[config.mk]
export PLATFORM = sky130hd
export DESIGN_NAME = hexrx_top
export DESIGN_NICKNAME = d
export VERILOG_FILES = /design/src/rtl/hexrx_pkg.sv /design/src/rtl/hexrx_slot_map.sv /design/src/rtl/hexrx_lane.sv /design/src/rtl/hexrx_top.sv
export SDC_FILE = /design/constraint.sdc
export NUM_CORES = 1
export LEC_CHECK = 0
export BUFFER_PORTS_ARGS = -buffer_cell sky130_fd_sc_hd__buf_2
export CAP_MARGIN = 10
export CELL_PAD_IN_SITES_DETAIL_PLACEMENT = 2
export CELL_PAD_IN_SITES_GLOBAL_PLACEMENT = 2
export CORE_UTILIZATION = 33
export CTS_BUF_LIST = sky130_fd_sc_hd__clkbuf_8
export CTS_CLUSTER_DIAMETER = 80
export CTS_CLUSTER_SIZE = 12
export DETAILED_ROUTE_END_ITERATION = 7
export PLACE_DENSITY = 0.76
export SYNTH_ARGS = -nofsm -noshare
export SYNTH_HDL_FRONTEND = slang
export SYNTH_HIERARCHICAL = 1
export SYNTH_SLANG_ARGS = --single-unit
[constraint.sdc]
create_clock -name bclk_i -period 5.9 [get_ports bclk_i]
set_input_delay 0.295 -clock bclk_i [delete_from_list [all_inputs] [get_ports bclk_i]]
set_output_delay 0.295 -clock bclk_i [all_outputs]
set_load 0.01 [all_outputs]
[src/rtl/hexrx_pkg.sv]
// Package: shared widths and framing constants for the six-channel packed receiver.
// Assumes: bit positions within a sample interval fit in eight bits.
package hexrx_pkg;
    localparam int WORD_W = 24;
    localparam int NCH    = 6;
    localparam int POS_W  = 8;
    localparam int BIDX_W = 5;

    typedef logic [POS_W-1:0]  pos_t;
    typedef logic [BIDX_W-1:0] bidx_t;

    // short framing: 20-clock slots, 64-clock groups, strobe at 124
    localparam pos_t SLOT_S  = 8'd20;
    localparam pos_t GAP_S   = 8'd60;
    localparam pos_t FRAME_S = 8'd128;
    localparam pos_t END_S   = 8'd124;
    // long framing: 32-clock slots, strobe at 224
    localparam pos_t END_L   = 8'd224;
    localparam pos_t POS_MAX = 8'hFF;
endpackage

[src/rtl/hexrx_slot_map.sv]
// Module: hexrx_slot_map
// Maps a frame bit position to the channel lane being received and the bit
// index within its word. Purely combinational.
// Assumes: pos is the position since the last frame start; wbits <= 24.
module hexrx_slot_map
    import hexrx_pkg::*;
(
    input  pos_t               pos,
    input  logic               mode256,
    input  bidx_t              wbits,
    output logic [NCH-1:0]     hit,
    output bidx_t              bidx
);
    logic        right;
    logic [1:0]  slot;
    logic        in_slot;
    pos_t        off;

    // Purpose: decode group, slot and in-word offset for the active framing.
    always_comb begin
        right   = 1'b0;
        slot    = 2'd0;
        in_slot = 1'b0;
        off     = '0;
        if (mode256) begin
            right = pos[7];
            slot  = pos[6:5];
            if (slot != 2'd3 && pos[4:0] != 5'd0) begin
                in_slot = 1'b1;
                off     = {3'b000, pos[4:0]} - 8'd1;
            end
        end else if (pos < FRAME_S) begin
            right = pos[6];
            off   = {2'b00, pos[5:0]};
            if (off < SLOT_S) begin
                slot = 2'd0; in_slot = 1'b1;
            end else if (off < SLOT_S + SLOT_S) begin
                slot = 2'd1; in_slot = 1'b1; off = off - SLOT_S;
            end else if (off < GAP_S) begin
                slot = 2'd2; in_slot = 1'b1; off = off - SLOT_S - SLOT_S;
            end
        end
        bidx = off[BIDX_W-1:0];
    end

    // Purpose: raise the lane strobe only for bits inside the word length.
    always_comb begin
        hit = '0;
        if (in_slot && (bidx < wbits)) begin
            hit[{1'b0, slot} + (right ? 3'd3 : 3'd0)] = 1'b1;
        end
    end
endmodule

[src/rtl/hexrx_lane.sv]
// Module: hexrx_lane
// Collects one channel's word, MSB first, left-aligned in WORD_W bits.
// The first bit of a word clears the rest of the register, giving zero fill.
// Assumes: bit index 0 arrives before any other bit of the same word.
module hexrx_lane #(
    parameter int WORD_W = 24,
    parameter int BIDX_W = 5
) (
    input  logic              clk,
    input  logic              rst_n,
    input  logic              hit,
    input  logic [BIDX_W-1:0] bidx,
    input  logic              sdata,
    output logic [WORD_W-1:0] word
);
    logic [WORD_W-1:0] bit_at_top;
    assign bit_at_top = {sdata, {(WORD_W-1){1'b0}}};

    // Purpose: write the incoming bit at its left-aligned position.
    always_ff @(posedge clk) begin
        if (!rst_n) begin
            word <= '0;
        end else if (hit) begin
            if (bidx == '0) word <= bit_at_top;
            else            word <= word | (bit_at_top >> bidx);
        end
    end
endmodule

[src/rtl/hexrx_top.sv]
// Module: hexrx_top
// Six-channel packed serial receiver on the bit clock. It detects the frame
// start from the framing clock, counts bit positions, steers bits into six
// lanes and publishes all lanes with a one-cycle strobe at the frame end.
// Assumes: mode and word length stay constant within a frame.
module hexrx_top
    import hexrx_pkg::*;
(
    input  logic                  bclk_i,
    input  logic                  rst_n_i,
    input  logic                  lrck_i,
    input  logic                  sdata_i,
    input  logic                  mode256_i,
    input  logic [1:0]            wlen_i,
    output logic [NCH*WORD_W-1:0] samples_o,
    output logic                  frame_valid_o
);
    logic              lrck_q;
    logic              start;
    pos_t              cnt;
    pos_t              pos_now;
    bidx_t             wbits;
    bidx_t             bidx;
    logic [NCH-1:0]    hit;
    logic [WORD_W-1:0] cap_w [NCH];
    logic              fire;

    // Purpose: remember the previous framing-clock level.
    always_ff @(posedge bclk_i) begin
        if (!rst_n_i) lrck_q <= mode256_i;
        else          lrck_q <= lrck_i;
    end

    // Purpose: a frame starts on the edge into the left-group level.
    assign start = (lrck_i != lrck_q) && (lrck_i == !mode256_i);

    // Purpose: position of the current bit; saturates when no frame is running.
    assign pos_now = start ? '0 : ((cnt == POS_MAX) ? POS_MAX : cnt + 8'd1);

    // Purpose: keep the bit position counter; idle (saturated) after reset.
    always_ff @(posedge bclk_i) begin
        if (!rst_n_i) cnt <= POS_MAX;
        else          cnt <= pos_now;
    end

    // Purpose: effective word length; the short framing caps it at 20.
    always_comb begin
        case (wlen_i)
            2'd0:    wbits = 5'd16;
            2'd1:    wbits = 5'd20;
            default: wbits = mode256_i ? 5'd24 : 5'd20;
        endcase
    end

    hexrx_slot_map u_map (
        .pos     (pos_now),
        .mode256 (mode256_i),
        .wbits   (wbits),
        .hit     (hit),
        .bidx    (bidx)
    );

    for (genvar g = 0; g < NCH; g++) begin : g_lane
        hexrx_lane #(.WORD_W(WORD_W), .BIDX_W(BIDX_W)) u_lane (
            .clk   (bclk_i),
            .rst_n (rst_n_i),
            .hit   (hit[g]),
            .bidx  (bidx),
            .sdata (sdata_i),
            .word  (cap_w[g])
        );
    end

    assign fire = (pos_now == (mode256_i ? END_L : END_S));

    // Purpose: publish all lanes and pulse the strobe at the frame end.
    always_ff @(posedge bclk_i) begin
        if (!rst_n_i) begin
            samples_o     <= '0;
            frame_valid_o <= 1'b0;
        end else begin
            frame_valid_o <= fire;
            if (fire) begin
                for (int k = 0; k < NCH; k++) begin
                    samples_o[k*WORD_W +: WORD_W] <= cap_w[k];
                end
            end
        end
    end
endmodule

==> results of run 1 <==
## layout by cell type, fill, tap and decap left out, drive strengths merged, types with 12 or more instances in the layout
cell    count
nand2     311
buf       175
and4b      18
nor2      149
dfxtp     298
and3b      12
clkbuf     29
mux2i     148
inv        15
a21oi     155
and4bb     18
## worst min-delay path by stage
stage	start	endpoint	slack [ps]
2_1_floorplan	g_lane[0].u_lane/word[0]	g_lane[0].u_lane/word[0]	440
4_1_cts	mode256_i	lrck_q	150
6_report	mode256_i	lrck_q	200
3_3_place_gp	samples_o[80]	samples_o[80]	440
5_1_grt	mode256_i	lrck_q	190
3_5_place_dp	samples_o[28]	samples_o[28]	440
## what timing repair did
action | in CTS | in global routing
setup buffers | 0 | 6
hold endpoints to repair | 1 | 0
hold buffers | 1 | 0
setup endpoints to repair | 0 | 120
gates resized for setup | 0 | 5
## worst max-delay path, stage by stage, from the launching register on
cell and delay (ps):
dfxtp_1 430, ha_1 340, nand4_1 190, or2_1 370
a21oi_2 360, inv_1 140, ha_1 300, nor2b_1 230
mux2i_1 160, o32a_1 360, mux2i_4 180, ha_1 270
a21oi_1 170, nor2_1 70, a221o_1 370, nor4_1 430
buf_4 200, nor3b_4 290, a21bo_4 360, nor2_1 100
## cell usage after synthesis, drive strengths merged (2+ instances only)
library cell,number
ha,10
xnor2,6
mux2i,148
a21bo,6
and4b,18
nor2b,5
conb,2
o21ai,8
and3,3
and4,6
clkbuf,37
and3b,12
mux2,2
and2,2
nor3b,9
nand2b,10
and4bb,18
nor3,10
inv,15
a31o,7
o21a,2
xor2,2
dfxtp,298
a31oi,3
nand2,311
nor4,4
nor2,149
nor4b,9
buf,45
nand3,5
nand4,2
a21oi,155
## logic make-up after synthesis
family          Yosys count
buf+inv                  97
simple gates            575
other cells               2
xor+xnor                  8
compound gates          193
fa+ha+maj                11
flops                   298
mux                     150
## power groups by stage
stage | Combinational, mW | Sequential [mW] | Clock (mW)
CTS | 0.719 | 2.04 | 1.30
detailed placement | 0.713 | 2.09 | 0
global route | 0.792 | 2.05 | 1.36
global placement | 0.687 | 2.09 | 0
finish | 0.731 | 2.04 | 1.22
floorplan | 0.498 | 2.08 | 0
## metal layers
layer  up-vias  global-route usage [%]  part of all wire, %
met5         -                       0                    0
met2       128                    31.4                   48
li1       4721                       -                    -
met4         0                    3.73                  1.5
met3        38                    2.71                  3.3
met1      4806                    23.1                   47
## final cells by class
class                      count  area, um^2
multi-input combinational    940        5740
timing repair buffer         176         981
sequential                   298        5970
fill                        4025       22100
tap                          461         577
inverter                      15        56.3
clock inverter                 4        76.3
clock buffer                  29         399
## sequential cells by signal, indices dropped and copies added (netlist names)
| signal | count |
|---|---|
| cnt | 8 |
| frame_valid_o | 1 |
| g_lane.u_lane/word | 144 |
| lrck_q | 1 |
| samples_o | 144 |
## metrics by stage
stage / power, mW / instances / setup slack, ps / hold WS (ps)
2_1_floorplan: 2.58 / 1335 / 120 / 437
3_3_place_gp: 2.78 / 1883 / 443 / 439
3_5_place_dp: 2.80 / 1883 / 66.6 / 444
4_1_cts: 4.06 / 1917 / 18.8 / 153
5_1_grt: 4.19 / 1923 / 66.1 / 187
6_report: 4.00 / 1923 / 439 / 199
==> reports/qor.yml, run 1 <==
outcome: "complete, no violations"
synth_edf_count: 0
drive_gt1_share_pct: 19.3
num_io_pins: 152
grt_overflow: 0
fin_nets: 1478
cts.clk_slew.worst_paths_ps: 80
dieWidth_um: 194
fp.coreArea_mm2: 0.0359
postSynthCellCount: 1334
holdPathStages: 2
cts_tree: "done"
start_util_pct: 33.9
netlist.area_leader.share_pct: 49.0
cts_buffer_depth: 3
critical_path_required_ps: 6370
grt_pass1_vias: 10400
cp-start-kind: "flop"
grt_pass1_wl_um: 55600
synthMuxAreaShare_pct: 12.4
max_freq_ghz: 0.183
routed_via_density: 5.04
crit_end: "g_lane[1].u_lane/word[16]"
dpl.hpwl_um: 22800
finalCriticalPeriod_ps: 5460
syn_area_mm2: 0.0122
synth_top_cell_by_area: "dfxtp_1"
p_seq_share_pct: 51.1
antenna_found_initial: 0
htree_levels: 1
final_hold_viol_count: 0
slew_headroom_pct: 27.8
yosysWarnings: 6
drc: 0
path_class: "flop to flop"
syn_to_final_growth_pct: 13.4
yosys-top-cells-area: "dfxtp_1 (49%), mux2i_1 (12%), nand2_1 (9.5%)"
pwr-share-comb_pct: 18.3
drv_cap: 0
synth_seq_area_share_pct: 49.0
gp_congestion: 0.796
slew_violations: 0
diodes: 0
synthFlopType: "dfxtp_1"
avgSynthCellArea_um2: 9.12
drt_iter0_markers: 328
clk_latency_ps: 590
power.internal_mw: 2.80
period_share_pct: 92.6
cts.sinks: 298
ys_ff_latch: 298
ant_nets: 0
io_buffers: 151
first_pass_iters: 4
cts_buffers: 29
cp-startpoint: "cnt[0]"
wire_per_inst_um: 17.8
ys_types: 56
r2r-end: "g_lane[1].u_lane/word[16]"
rr_startpoint: "cnt[0]"
die_y_um: 194
vias: 9693
rsz0062_at_grt: "no"
crit_path_end_kind: "flop"
tightest_slew_ps: 1080
p_per_area_mw_per_mm2: 290
synth_top_family_by_area: "simple AND/OR/NAND/NOR gates"
vdd_drop_max_uv: 163
synth_xor_area_share_pct: 0.576
p_leak_nw: 5.23
grt_max_degree: 151
pwr-share-clk_pct: 30.6
fin_area_mm2: 0.0138
grt_use_total_pct: 17.9
hold_path.class: "input port to flop"
fp-row-count: 69
p_sw_share_pct: 29.9
p_sw_mw: 1.20
async_flop_share_pct: 0
r2r_slack_ps: 440
die_area_mm2: 0.0377
wirelength_um: 34300
cp_max_fo: 23
final_util_pct: 38.4
synth-compound-area-share_pct: 9.26
fin_setup_tns_ps: 0
placed_cell_area_mm2: 0.0132
synth-simple-area-share_pct: 23.0
synthAdderAreaFrac_pct: 1.19
root_buffer: "clkbuf_8"
reg2reg_depth: 19
crit_arrival_ps: 5930
fin_skew_ps: 11.2
finalSetupViolCount: 0
No activity file was read; power rests on OpenSTA's default activity.
==> run 2: changes to the inputs <==
--- a/config.mk
+++ b/config.mk
@@ -14,7 +14,9 @@
 export CTS_CLUSTER_DIAMETER = 80
 export CTS_CLUSTER_SIZE = 12
 export DETAILED_ROUTE_END_ITERATION = 7
+export MAX_ROUTING_LAYER = met4
 export PLACE_DENSITY = 0.76
+export RECOVER_POWER = 50
 export SYNTH_ARGS = -nofsm -noshare
 export SYNTH_HDL_FRONTEND = slang
 export SYNTH_HIERARCHICAL = 1
==> reports/qor.yml, run 2 (synthesis results as in run 1) <==
outcome: "finished, violations left"
violations: "capacitance limit, slew limit"
crit_end: "g_lane[0].u_lane/word[12]"
cts_buffer_depth: 3
period_share_pct: 92.6
die_y_um: 194
htree_levels: 1
reg2reg_depth: 19
top_usage_layer: "met2"
hold_path.class: "input port to flop"
dp.cells: 1883
rsz0062_at_grt: "no"
vdd_drop_max_uv: 164
fp.coreArea_mm2: 0.0359
root_buffer: "clkbuf_8"
final_cell_mix: "nand2_1 (309), dfxtp_1 (298), a21oi_1 (152)"
drt_iter0_markers: 327
finalCriticalPeriod_ps: 5460
cp-startpoint: "cnt[0]"
final_common_cell: "nand2_1"
p_leak_nw: 4.56
rr_startpoint: "cnt[0]"
wire_per_inst_um: 17.8
dpl.hpwl_um: 22800
cts_tree: "done"
critical_path_required_ps: 6370
fin_nets: 1478
slew_violations: 211
crit_path_end_kind: "flop"
met2_usage_pct: 31.5
num_io_pins: 152
grt_max_degree: 151
r2r_slack_ps: 440
whs_ps: 194
die_area_mm2: 0.0377
io_buffers: 151
crit_arrival_ps: 5940
grt_pass1_wl_um: 55600
grt_overflow: 0
grt_use_met3_pct: 2.63
first_pass_iters: 4
antenna_found_initial: 0
num-fill-cells: 4103
fp-row-count: 69
syn_to_final_growth_pct: 11.6
cp-start-kind: "flop"
fin_skew_ps: 10.5
ant_nets: 0
gp_congestion: 0.807
start_util_pct: 33.9
drv_cap: 2
grt_util_met1_pct: 23.1
cts.sinks: 298
vias: 9714
fin_setup_tns_ps: 0
slew_headroom_pct: -105
final_hold_viol_count: 0
stdcell_count: 1923
grt_pass1_vias: 10400
top_regs: "g_lane.u_lane/word: 144 flops, samples_o: 144 flops, cnt: 8 flops"
grt_use_total_pct: 18.4
p_per_area_mw_per_mm2: 294
drive_gt1_share_pct: 9.37
cts.clk_slew.worst_paths_ps: 80
tightest_slew_ps: 3070
drc: 0
path_class: "flop to flop"
cp_max_fo: 23
diodes: 0
max_freq_ghz: 0.183
finalSetupViolCount: 0
wirelength_um: 34300
dieWidth_um: 194
cts_buffers: 29
clk_latency_ps: 600
r2r-end: "g_lane[0].u_lane/word[12]"
routed_via_density: 5.05
-- run 2: worst min path at each step --
stage                        startpoint                  endpoint  slack [ps]  cells after the start
2_1_floorplan  g_lane[0].u_lane/word[0]  g_lane[0].u_lane/word[0]         440                      2
4_1_cts                       mode256_i                    lrck_q         150                      2
6_report                      mode256_i                    lrck_q         190                      2
3_5_place_dp              samples_o[28]             samples_o[28]         440                      2
3_3_place_gp              samples_o[80]             samples_o[80]         440                      2
5_1_grt                       mode256_i                    lrck_q         190                      2
-- run 2: where the power goes --
part | switching (mW) | internal (mW) | total, mW
Sequential | 0.0193 | 2.02 | 2.04
Clock | 0.694 | 0.530 | 1.22
Combinational | 0.482 | 0.247 | 0.729
Total | 1.20 | 2.80 | 4.00
-- run 2: timing repair --
action / CTS / global route
hold buffers: 1 / 0
setup endpoints to repair: 0 / 120
buffers inserted: 0 / 6
resized for setup: 0 / 5
endpoints found under the hold margin: 1 / 0
-- run 2: per-layer routing --
| metal | vias up | wire [um] |
|---|---|---|
| met1 | 4816 | 16000 |
| met5 | - | 0 |
| met4 | 0 | 499 |
| li1 | 4726 | - |
| met2 | 133 | 16600 |
| met3 | 39 | 1200 |
-- run 2: critical path: stages (launching register included) --
cell and delay, ps:
dfxtp_1 430, ha_1 340, nand4_1 200, or2_1 370
a21oi_2 360, inv_1 140, ha_1 300, nor2b_1 230
mux2i_1 160, o32a_1 360, mux2i_4 190, ha_1 280
a21oi_1 170, nor2_1 70, a221o_1 370, nor4b_2 490
nor3b_4 250, buf_4 210, a21bo_4 330, nor2_1 90
-- run 2: metrics by stage --
stage	cell area [um^2]	power [mW]	util [%]	worst slack [ps]
after global placement	13200	2.78	36.9	443
after floorplan	12200	2.58	-	120
final	13600	4.00	37.8	435
after detailed placement	13200	2.80	36.9	66.6
after global routing	13600	4.19	37.8	64.1
after CTS	13700	4.06	38.2	18.8
-- run 2: area by class of cell --
type / instances / area [um^2] / area share, %
Sequential cell: 298 / 5970 / 43.9
Multi-Input combinational cell: 940 / 5730 / 42.2
Timing Repair Buffer: 176 / 777 / 5.72
Tap cell: 461 / 577 / 4.25
Clock buffer: 29 / 399 / 2.94
Clock inverter: 4 / 76.3 / 0.562
Inverter: 15 / 56.3 / 0.414
